**src/rtl/npc_pkg.sv**
```systemverilog
package npc_pkg;

    localparam int XLEN        = 32;
    localparam int OFF_W       = 16;
    localparam int TGT_W       = 26;
    localparam int WORD_SHIFT  = 2;
    localparam int REGION_W    = XLEN - TGT_W - WORD_SHIFT;
    localparam int OFF_EXT_W   = XLEN - OFF_W - WORD_SHIFT;
    localparam logic [XLEN-1:0] INSTR_BYTES = XLEN'(1 << WORD_SHIFT);

    typedef logic [XLEN-1:0]  addr_t;
    typedef logic [OFF_W-1:0] boff_t;
    typedef logic [TGT_W-1:0] jtgt_t;

    typedef enum logic [1:0] {
        NPC_SEQ    = 2'd0,
        NPC_BRANCH = 2'd1,
        NPC_JABS   = 2'd2,
        NPC_JREG   = 2'd3
    } npc_src_e;

    typedef enum logic {
        BR_ON_ZERO    = 1'b0,
        BR_ON_NONZERO = 1'b1
    } br_cond_e;

    // Candidate addresses produced from the current counter.
    typedef struct packed {
        addr_t link;
        addr_t branch;
        addr_t jabs;
    } cand_t;

    // Offset in words -> signed byte displacement.
    function automatic addr_t scale_offset(input boff_t off);
        return {{OFF_EXT_W{off[OFF_W-1]}}, off, {WORD_SHIFT{1'b0}}};
    endfunction

    // Region bits of the incremented address joined with the word index.
    function automatic addr_t splice_target(input addr_t seq, input jtgt_t tgt);
        return {seq[XLEN-1 -: REGION_W], tgt, {WORD_SHIFT{1'b0}}};
    endfunction

    function automatic logic resolve_taken(input br_cond_e cond, input logic zero);
        logic taken;
        unique case (cond)
            BR_ON_ZERO:    taken = zero;
            BR_ON_NONZERO: taken = ~zero;
            default:       taken = 1'b0;
        endcase
        return taken;
    endfunction

endpackage

```
**src/rtl/npc_targets.sv**
```systemverilog
module npc_targets
    import npc_pkg::*;
(
    input  addr_t pc_i,
    input  boff_t off_i,
    input  jtgt_t tgt_i,
    output cand_t cand_o
);

    addr_t seq_addr;

    always_comb begin
        seq_addr      = pc_i + INSTR_BYTES;
        cand_o.link   = seq_addr;
        cand_o.branch = seq_addr + scale_offset(off_i);
        cand_o.jabs   = splice_target(seq_addr, tgt_i);
    end

endmodule

```
**src/rtl/npc_select.sv**
```systemverilog
module npc_select
    import npc_pkg::*;
(
    input  logic     clk,
    input  logic     rst,
    input  npc_src_e src_i,
    input  br_cond_e cond_i,
    input  logic     zero_i,
    input  cand_t    cand_i,
    input  addr_t    reg_i,
    output addr_t    next_o
);

    logic taken;

    always_comb begin
        taken = resolve_taken(cond_i, zero_i);
        unique case (src_i)
            NPC_SEQ:    next_o = cand_i.link;
            NPC_BRANCH: next_o = taken ? cand_i.branch : cand_i.link;
            NPC_JABS:   next_o = cand_i.jabs;
            NPC_JREG:   next_o = reg_i;
            default:    next_o = cand_i.link;
        endcase
    end

    assert_seq_falls_through_R3: assert property (@(posedge clk) disable iff (rst)
        (src_i == NPC_SEQ) |-> (next_o == cand_i.link));

    // Zero flag matching the kind bit means "not taken" for either kind.
    assert_untaken_branch_R6: assert property (@(posedge clk) disable iff (rst)
        ((src_i == NPC_BRANCH) && (zero_i == (cond_i == BR_ON_NONZERO)))
            |-> (next_o == cand_i.link));

    assert_jump_stays_in_region_R7: assert property (@(posedge clk) disable iff (rst)
        (src_i == NPC_JABS)
            |-> ((next_o[XLEN-1 -: REGION_W] == cand_i.link[XLEN-1 -: REGION_W])
                 && (next_o[WORD_SHIFT-1:0] == '0)));

    assert_reg_jump_passthrough_R8: assert property (@(posedge clk) disable iff (rst)
        (src_i == NPC_JREG) |-> (next_o == reg_i));

endmodule

```
**src/rtl/npc_pcreg.sv**
```systemverilog
module npc_pcreg
    import npc_pkg::*;
#(
    parameter addr_t RESET_VEC = 32'h0000_0100
) (
    input  logic  clk,
    input  logic  rst,
    input  logic  stall_i,
    input  addr_t next_i,
    output addr_t pc_o
);

    always_ff @(posedge clk) begin
        if (rst)
            pc_o <= RESET_VEC;
        else if (!stall_i)
            pc_o <= next_i;
    end

    assert_reset_vector_R1: assert property (@(posedge clk) disable iff (rst)
        $past(rst) |-> (pc_o == RESET_VEC));

    assert_stall_holds_R2: assert property (@(posedge clk) disable iff (rst)
        (stall_i && !$past(rst)) |=> (pc_o == $past(pc_o)));

    assert_advance_R9: assert property (@(posedge clk) disable iff (rst)
        !stall_i |=> (pc_o == $past(next_i)));

endmodule

```
**src/rtl/npc_unit.sv**
```systemverilog
module npc_unit
    import npc_pkg::*;
#(
    parameter logic [31:0] RESET_VEC = 32'h0000_0100
) (
    input  logic        clk,
    input  logic        rst,
    input  logic        stall,
    input  logic [1:0]  src_sel,
    input  logic        br_kind,
    input  logic        zero_flag,
    input  logic [15:0] br_offset,
    input  logic [25:0] jmp_target,
    input  logic [31:0] reg_operand,
    output logic [31:0] pc,
    output logic [31:0] next_pc,
    output logic [31:0] link_pc
);

    cand_t cand;
    addr_t pc_q;
    addr_t next_d;

    npc_targets u_targets (
        .pc_i   (pc_q),
        .off_i  (br_offset),
        .tgt_i  (jmp_target),
        .cand_o (cand)
    );

    npc_select u_select (
        .clk    (clk),
        .rst    (rst),
        .src_i  (npc_src_e'(src_sel)),
        .cond_i (br_cond_e'(br_kind)),
        .zero_i (zero_flag),
        .cand_i (cand),
        .reg_i  (reg_operand),
        .next_o (next_d)
    );

    npc_pcreg #(.RESET_VEC(RESET_VEC)) u_pcreg (
        .clk     (clk),
        .rst     (rst),
        .stall_i (stall),
        .next_i  (next_d),
        .pc_o    (pc_q)
    );

    assign pc      = pc_q;
    assign next_pc = next_d;
    assign link_pc = cand.link;

    assert_link_is_next_word_R4: assert property (@(posedge clk) disable iff (rst)
        (link_pc - pc) == 32'd4);

endmodule

```
**config.mk**
```make
export PLATFORM = sky130hd
export DESIGN_NAME = npc_unit
export DESIGN_NICKNAME = d
export VERILOG_FILES = /design/src/rtl/npc_pkg.sv /design/src/rtl/npc_targets.sv /design/src/rtl/npc_select.sv /design/src/rtl/npc_pcreg.sv /design/src/rtl/npc_unit.sv
export SDC_FILE = /design/constraint.sdc
export NUM_CORES = 1
export LEC_CHECK = 0
export ABC_CLOCK_PERIOD_IN_PS = 11700
export BUFFER_PORTS_ARGS = -buffer_cell sky130_fd_sc_hd__buf_2
export CELL_PAD_IN_SITES_DETAIL_PLACEMENT = 0
export CELL_PAD_IN_SITES_GLOBAL_PLACEMENT = 1
export CORE_ASPECT_RATIO = 1.75
export CORE_MARGIN = 2
export CORE_UTILIZATION = 41
export DETAILED_ROUTE_END_ITERATION = 8
export GPL_TIMING_DRIVEN = 0
export PLACE_DENSITY_LB_ADDON = 0.25
export SYNTH_ARGS = -nofsm -noshare
export SYNTH_HDL_FRONTEND = slang
export SYNTH_HIERARCHICAL = 1
export SYNTH_SLANG_ARGS = --single-unit
```
**constraint.sdc**
```tcl
create_clock -name clk -period 11.7 [get_ports clk]
set_clock_uncertainty 0.2 [all_clocks]
set_input_delay 1.17 -clock clk [delete_from_list [all_inputs] [get_ports clk]]
set_output_delay 1.17 -clock clk [all_outputs]
set_load 0.02 [all_outputs]
```
==> metrics.md, run 1 <==
| Metric | Value |
|---|---|
| FF+latch count, synth | `32` |
| Max-slew violation count | `0` |
| Largest family of logic cells by synthesized area | `multiplexers` |
| DR WL/cell | `19.4 um` |
| Buffers and inverters on the worst path | `1` |
| Final period util | `56.6%` |
| Worst-Skew Late Latency | `280 ps` |
| Hold Path Cell Cnt | `2` |
| Worst R2R Start | `u_pcreg/pc_o[12]` |
| Htree depth | `2` |
| Adder-cell share of the synthesized area | `8.57%` |
| Endpoint type of the worst setup path | `primary output` |
| CP max-delay cell | `or3_1` |
| Clock Path Buffers | `2` |
| Share of layout cells above drive strength 1 | `40.2%` |
| Mapped Cells | `550` |
| Post-Layout Cell Count | `872` |
| Post-route setup TNS | `0 ps` |
| Max FO, Critical Path | `7` |
| GP Congestion | `0.901` |
| Max incr delay on CP | `500 ps` |
| CTS tree | `done` |
| Top cell family by delay on the critical path | `compound AO/OA/AOI/OAI gates` |
| First-pass GRT wire length | `25.2 mm` |
| CP required | `10330 ps` |
| Grt ovf | `0` |
| Cell area after synthesis | `0.00505 mm^2` |
| Die Footprint | `0.0133 mm^2` |
| Iteration-0 DRC Markers | `120` |
| Hold Fails Final Rpt | `0` |
| All-Layer GR Usage | `24.9%` |
| IR drop worst, VDD | `0.0524 mV` |
| Yosys warning count | `6` |
| Root Buffer | `clkbuf_16` |
| Kind of critical path | `flip-flop to primary output` |
| Biggest register | `u_pcreg/pc_o` |
| Min-delay src | `u_pcreg/pc_o[0]` |
| Hold bufs inserted after CTS | `0` |
| Sequential Area | `641 um^2` |
| FF-to-FF setup slack | `6380 ps` |
| Via count | `4918` |
| Clock Sinks | `32` |
| Port Buffers | `148` |
| Sequential fraction of the synthesis area | `12.7%` |
| DRC viols | `0` |
| Asr flop ratio synth | `0%` |
| Worst flop-to-flop path endpoint | `u_pcreg/pc_o[31]` |
| Drt total wl | `17.0 mm` |
| Post-synthesis compound-gate area fraction | `12.5%` |
| Die Y | `151 um` |
| F_max | `151 MHz` |
| Power Density | `99.0 mW/mm^2` |
| Fillers | `1190` |
| Die Width | `87.9 um` |
| Postcts setup bufs | `0` |
| Worst-path clk slew | `60 ps` |
| Post-synth EDFFs | `0` |
| Synth Area in Simple Gates | `16.4%` |
| Initial antenna violation count | `1` |
| Yosys cell types | `61` |
| Final-stage net count | `821` |
| Initial Util | `42.1%` |
| Number of placed instances, taps included | `864` |
| Post-DRT Antenna Nets | `0` |
| Max reg flops | `32` |
| Placed instance area | `0.00600 mm^2` |
| Commonest non-fill, non-tap cell in the layout | `buf_2` |
| Commonest cells after routing, fill and taps aside | `buf_2 (152), nor2_1 (63), buf_4 (39), nand2_1 (36), xnor2_1 (36)` |
| Via-per-instance ratio | `5.64` |
| PostCTS Resize Cnt | `0` |
| Leakage | `3.03 nW` |
| Vias in the first global route | `4854` |
| PnR worst setup slack | `5080 ps` |
| IO Count | `177` |
| Worst slew margin | `49.6%` |
| Stages on worst setup path | `15` |
| Multi-input gate area | `0.00391 mm^2` |
| Pre-CTS WS | `5410 ps` |
| FP Rows | `53` |
| Drt pass-1 iters | `5` |
| Fin util | `51.1%` |
| Largest net degree at the start of global routing | `16` |
| Reg2Reg Depth | `16` |
| Final HPWL DP | `13.9 mm` |
| Cts bufs inserted | `5` |
| Slew @ Worst Pin | `757 ps` |
| Unrepaired setup endpoints after global routing | `false` |
| Synth Area per Inst | `9.18 um^2` |
| Design Area, Final | `0.00614 mm^2` |
| Max Cap Violations | `0` |
| Minimum clock period | `6620 ps` |
| Main synth FF type | `dfxtp_1` |
| Synth Area in XOR/XNOR | `9.64%` |
| Worst hold path class | `flip-flop to flip-flop` |
| Mux share of post-synthesis cell area | `30.2%` |
| Worst Path Arrival | `5250 ps` |
| Setup-failing EPs final | `0` |
| Setup crit start kind | `flip-flop` |
| Top flop regs | `u_pcreg/pc_o: 32 flops` |
| Status | `complete, no violations` |
| Tot Pwr | `0.608 mW` |
| Crit-path cells | `nand3_1 > or3_1 > nor3_1 > nand3_1 > xnor2_1 > ha_1 > a21oi_1 > o21bai_4 > a221o_1 > a221o_1 > a211oi_2 > xor2_1 > mux2_4 > mux4_2 > buf_2` |
| Core footprint | `0.0120 mm^2` |
| Hold path endpoint | `u_pcreg/pc_o[0]` |
| Synth-to-Final Area Change | `21.5%` |
| Worst hold slack | `363 ps` |
## cell families (layout without fill, tap and decap cells)
family	count (synthesis)	count (layout)
buf+inv	69	224
compound gates	92	92
other cells	1	3
mux	97	97
simple gates	172	172
fa+ha+maj	34	34
xor+xnor	53	53
flops	32	32
## metal layers
| metal | vias up | wire length [um] | global-route usage [%] |
|---|---|---|---|
| met5 | - | 0 | 0 |
| met4 | 0 | 673 | 11.9 |
| met3 | 38 | 849 | 2.40 |
| met2 | 180 | 9290 | 47.8 |
| met1 | 2382 | 6140 | 26.0 |
| li1 | 2318 | - | - |
## worst min-delay path, cell delays in order, from the launching register on
cell and delay (ps):
dfxtp_1 330, mux2i_1 140, nor2_1 50
## power breakdown
group          internal [mW]  switching [mW]
logic                  0.159           0.189
clock network         0.0774          0.0509
registers              0.118          0.0139
## Yosys cell counts, drive strengths merged, types with 4 or more instances
master | instances | share of area (%)
a21o | 9 | 1.4
o21bai | 4 | 0.82
and4 | 4 | 0.74
xor2 | 15 | 2.6
nand2 | 36 | 2.7
nor3 | 6 | 0.59
buf | 53 | 8.8
nand3 | 26 | 2.7
mux4 | 32 | 14
ha | 33 | 8.2
a21oi | 32 | 3.5
mux2i | 33 | 6.5
and2 | 4 | 0.52
xnor2 | 37 | 6.6
clkbuf | 8 | 0.59
or3 | 4 | 0.50
o21ai | 18 | 1.8
a211oi | 4 | 0.79
inv | 8 | 0.59
and3 | 6 | 0.74
mux2 | 32 | 9.4
a211o | 4 | 0.69
nor4 | 4 | 0.50
nand4 | 14 | 2.0
dfxtp | 32 | 13
nor2 | 64 | 4.8
## final cells by class
| class | instances | area share [%] |
|---|---|---|
| multi-input cells | 450 | 63.7 |
| repair buffers | 148 | 12.1 |
| flip-flops and latches | 32 | 10.4 |
| plain buffers | 61 | 7.73 |
| well taps | 165 | 3.36 |
| clock buffers | 6 | 2.10 |
| inverters | 8 | 0.489 |
| clock inverters | 1 | 0.0815 |
| diodes | 1 | 0.0408 |
## how the worst max path moves through the flow
stage,endpoint,startpoint,slack [ps]
6_report,next_pc[31],u_pcreg/pc_o[12],5080
5_1_grt,next_pc[31],u_pcreg/pc_o[12],4860
4_1_cts,next_pc[31],u_pcreg/pc_o[12],5070
3_5_place_dp,next_pc[31],u_pcreg/pc_o[12],5410
3_3_place_gp,next_pc[31],u_pcreg/pc_o[12],5420
2_1_floorplan,next_pc[31],u_pcreg/pc_o[12],5900
Power figures use the tool's default switching activity.
==> inputs of run 2 (changes only) <==
Settings changed: ABC_CLOCK_PERIOD_IN_PS 11700 to 5750, CORE_UTILIZATION 41 to 35.
Clock period 11.7 ns to 5.75 ns, I/O delays scaled along.
==> run 2 against run 1 <==
  * Combinational power is 110% higher
  * Hold slack worse by 50 ps
  * Sequential power is 100% higher
  * Cell count is 2.1% higher
  * Critical path depth is 2 higher
  * Count of clock-buffer cells in the layout stayed put
  * Die area is 17% higher
  * Worst setup slack worse by 4900 ps
  * Utilization is 6.8 points lower
  * Via count is 0.75% higher
  * Final area is 2.7% higher
  * Power is 110% higher
==> metrics.md, run 2 (same netlist as run 1, synthesis figures left out) <==
| Metric | Value |
|---|---|
| Status | `complete, no violations` |
| Grt ovf | `0 (unchanged)` |
| Minimum clock period | `5540 ps` |
| Fillers | `1451 (+22%)` |
| Final period util | `96.3%` |
| Synth-to-Final Area Change | `24.8%` |
| DR WL/cell | `19.5 um (+0.19%)` |
| Htree depth | `2 (unchanged)` |
| Clock Sinks | `32 (unchanged)` |
| Drt pass-1 iters | `5 (unchanged)` |
| Worst-Skew Late Latency | `280 ps (about the same)` |
| Clk network pwr share | `21.7% (+0.6 points)` |
| DRC viols | `0 (unchanged)` |
| Sw Share | `41.3% (-0.43 points)` |
| Top flop regs | `u_pcreg/pc_o: 32 flops` |
| Reg power frac | `21.5% (-0.2 points)` |
| Hold Fails Final Rpt | `0 (unchanged)` |
| P_sw | `0.521 mW (+110%)` |
| Max Cap Violations | `0 (unchanged)` |
| Sequential Area | `649 um^2 (+1.4%)` |
| Unrepaired setup endpoints after global routing | `false` |
| CTS tree | `done` |
| Max-slew violation count | `0 (unchanged)` |
| Worst Path Arrival | `4760 ps (-490 ps)` |
| Iteration-0 DRC Markers | `208 (+73%)` |
| Max reg flops | `32 (unchanged)` |
| Die Y | `163 um (+8.0%)` |
| Via-per-instance ratio | `5.57 (-1.3%)` |
| CP required | `4970 ps (-5360 ps)` |
| Initial Util | `35.5% (-6.6 points)` |
| Final HPWL DP | `14.4 mm (+3.4%)` |
| Core footprint | `0.0142 mm^2 (+19%)` |
| Multi-input gate area | `0.00401 mm^2 (+2.6%)` |
| Initial antenna violation count | `0 (-1)` |
| Vias in the first global route | `5012 (+3.3%)` |
| Max FO, Critical Path | `8 (+1)` |
| Via count | `4955 (+0.75%)` |
| Final-stage net count | `824 (+0.37%)` |
| FP Rows | `58 (+9.4%)` |
| Setup crit start kind | `flip-flop` |
| Comb pwr share | `56.8% (-0.4 points)` |
| Power Density | `200 mW/mm^2 (+100%)` |
| Post-DRT Antenna Nets | `0 (unchanged)` |
| Die Width | `94.8 um (+7.9%)` |
| Port Buffers | `148 (unchanged)` |
| Leakage | `3.12 nW (+2.9%)` |
| Commonest cells after routing, fill and taps aside | `buf_2 (152), nor2_1 (62), buf_4 (42), nand2_1 (36)` |
| All-Layer GR Usage | `22.1% (-2.7 points)` |
| Largest net degree at the start of global routing | `16 (unchanged)` |
| Fin util | `44.3% (-6.8 points)` |
| Die Footprint | `0.0154 mm^2 (+17%)` |
| Kind of critical path | `flip-flop to primary output` |
| Commonest non-fill, non-tap cell in the layout | `buf_2` |
| Biggest register | `u_pcreg/pc_o` |
| Worst slew margin | `49.9% (+0.34 points)` |
| FF-to-FF setup slack | `930 ps (-5450 ps)` |
| First-pass GRT wire length | `26.5 mm (+5.1%)` |
| Slew @ Worst Pin | `752 ps (-5.04 ps)` |
| Share of layout cells above drive strength 1 | `43.7% (+3.4 points)` |
| Root Buffer | `clkbuf_16` |
| Worst hold path class | `input pin to flip-flop` |
| GP Congestion | `0.866 (-3.8%)` |
| F_max | `181 MHz` |
| Design Area, Final | `0.00630 mm^2 (+2.7%)` |
| Clock Path Buffers | `2 (unchanged)` |
| IR drop worst, VDD | `0.117 mV (+120%)` |
| Worst-path clk slew | `60 ps (about the same)` |
| Tot Pwr | `1.26 mW (+110%)` |
| Placed instance area | `0.00602 mm^2 (+0.31%)` |
| Cts bufs inserted | `5 (unchanged)` |
| IO Count | `177 (unchanged)` |
| Setup-failing EPs final | `0 (unchanged)` |
| Pint | `0.739 mW (+110%)` |
| Post-route setup TNS | `0 ps (unchanged)` |
| Drt total wl | `17.3 mm (+2.3%)` |
| Number of diodes | `0 (-1)` |
| Endpoint type of the worst setup path | `primary output` |
run 2: changes by cell type in the layout (fill, tap and decap cells not counted), moves of 2 or more:
cell	delta
dfxtp_1	-7
dfxtp_2	+7
xnor2_1	-5
xnor2_2	+4
buf_4	+3
nor2_4	+2
run 2: metal layers:
| metal | vias up | GRT usage [%] | routed length, um | share of wire, % |
|---|---|---|---|---|
| li1 | 2321 | - | - | - |
| met1 | 2400 | 24.6 | 6540 | 38 |
| met2 | 197 | 41.1 | 9270 | 53 |
| met3 | 37 | 1.94 | 807 | 4.7 |
| met4 | 0 | 10.5 | 726 | 4.2 |
| met5 | - | 0 | 0 | 0 |
run 2: area by class of cell:
class,count,area share (%)
Multi-Input combinational cell,450,63.6
Clock inverter,2,0.159
Inverter,8,0.476
Tap cell,180,3.57
Clock buffer,6,2.20
Sequential cell,32,10.3
Timing Repair Buffer,151,12.1
Buffer,61,7.52
run 2: power by group through the flow:
stage / Clock [mW] / Combinational (mW) / Sequential, mW
after floorplan: 0 / 0.500 / 0.287
after global routing: 0.289 / 0.773 / 0.274
after CTS: 0.282 / 0.712 / 0.269
final: 0.274 / 0.716 / 0.270
after global placement: 0 / 0.700 / 0.271
after detailed placement: 0 / 0.708 / 0.272
run 2: worst paths after layout:
| kind | endpoint | cells past startpoint | from |
|---|---|---|---|
| worst max-delay path | next_pc[31] | 17 | u_pcreg/pc_o[5] |
| worst min register to register | u_pcreg/pc_o[0] | 2 | u_pcreg/pc_o[0] |
| worst min-delay path | u_pcreg/pc_o[29] | 2 | rst |
| worst max register to register | u_pcreg/pc_o[31] | 18 | u_pcreg/pc_o[5] |
run 2: timing repair:
item	in CTS	in global routing
hold buffers	0	0
hold endpoints to repair	0	0
pin swaps	0	3
resized for setup	6	19
endpoints found under the setup margin	2	4
setup buffers	0	3
run 2: metrics by stage:
step	instances	setup slack [ps]	hold WS, ps
after global routing	890	2.36	331
final	890	213	313
after global placement	879	90.1	334
after floorplan	551	542	413
after CTS	887	-38.9	305
after detailed placement	879	99.0	342
run 2: critical path, cell delays in order, from the launching register on:
cell	delay, ps
dfxtp_2	390
and4_2	310
nand3_1	170
nor2_1	190
and3_2	250
nand3_1	190
xnor2_4	290
ha_1	270
buf_4	170
nand2_1	90
o21ai_1	120
a221o_1	380
a221o_1	310
a211oi_2	320
xor2_1	110
mux2_4	270
mux4_2	470
buf_2	180
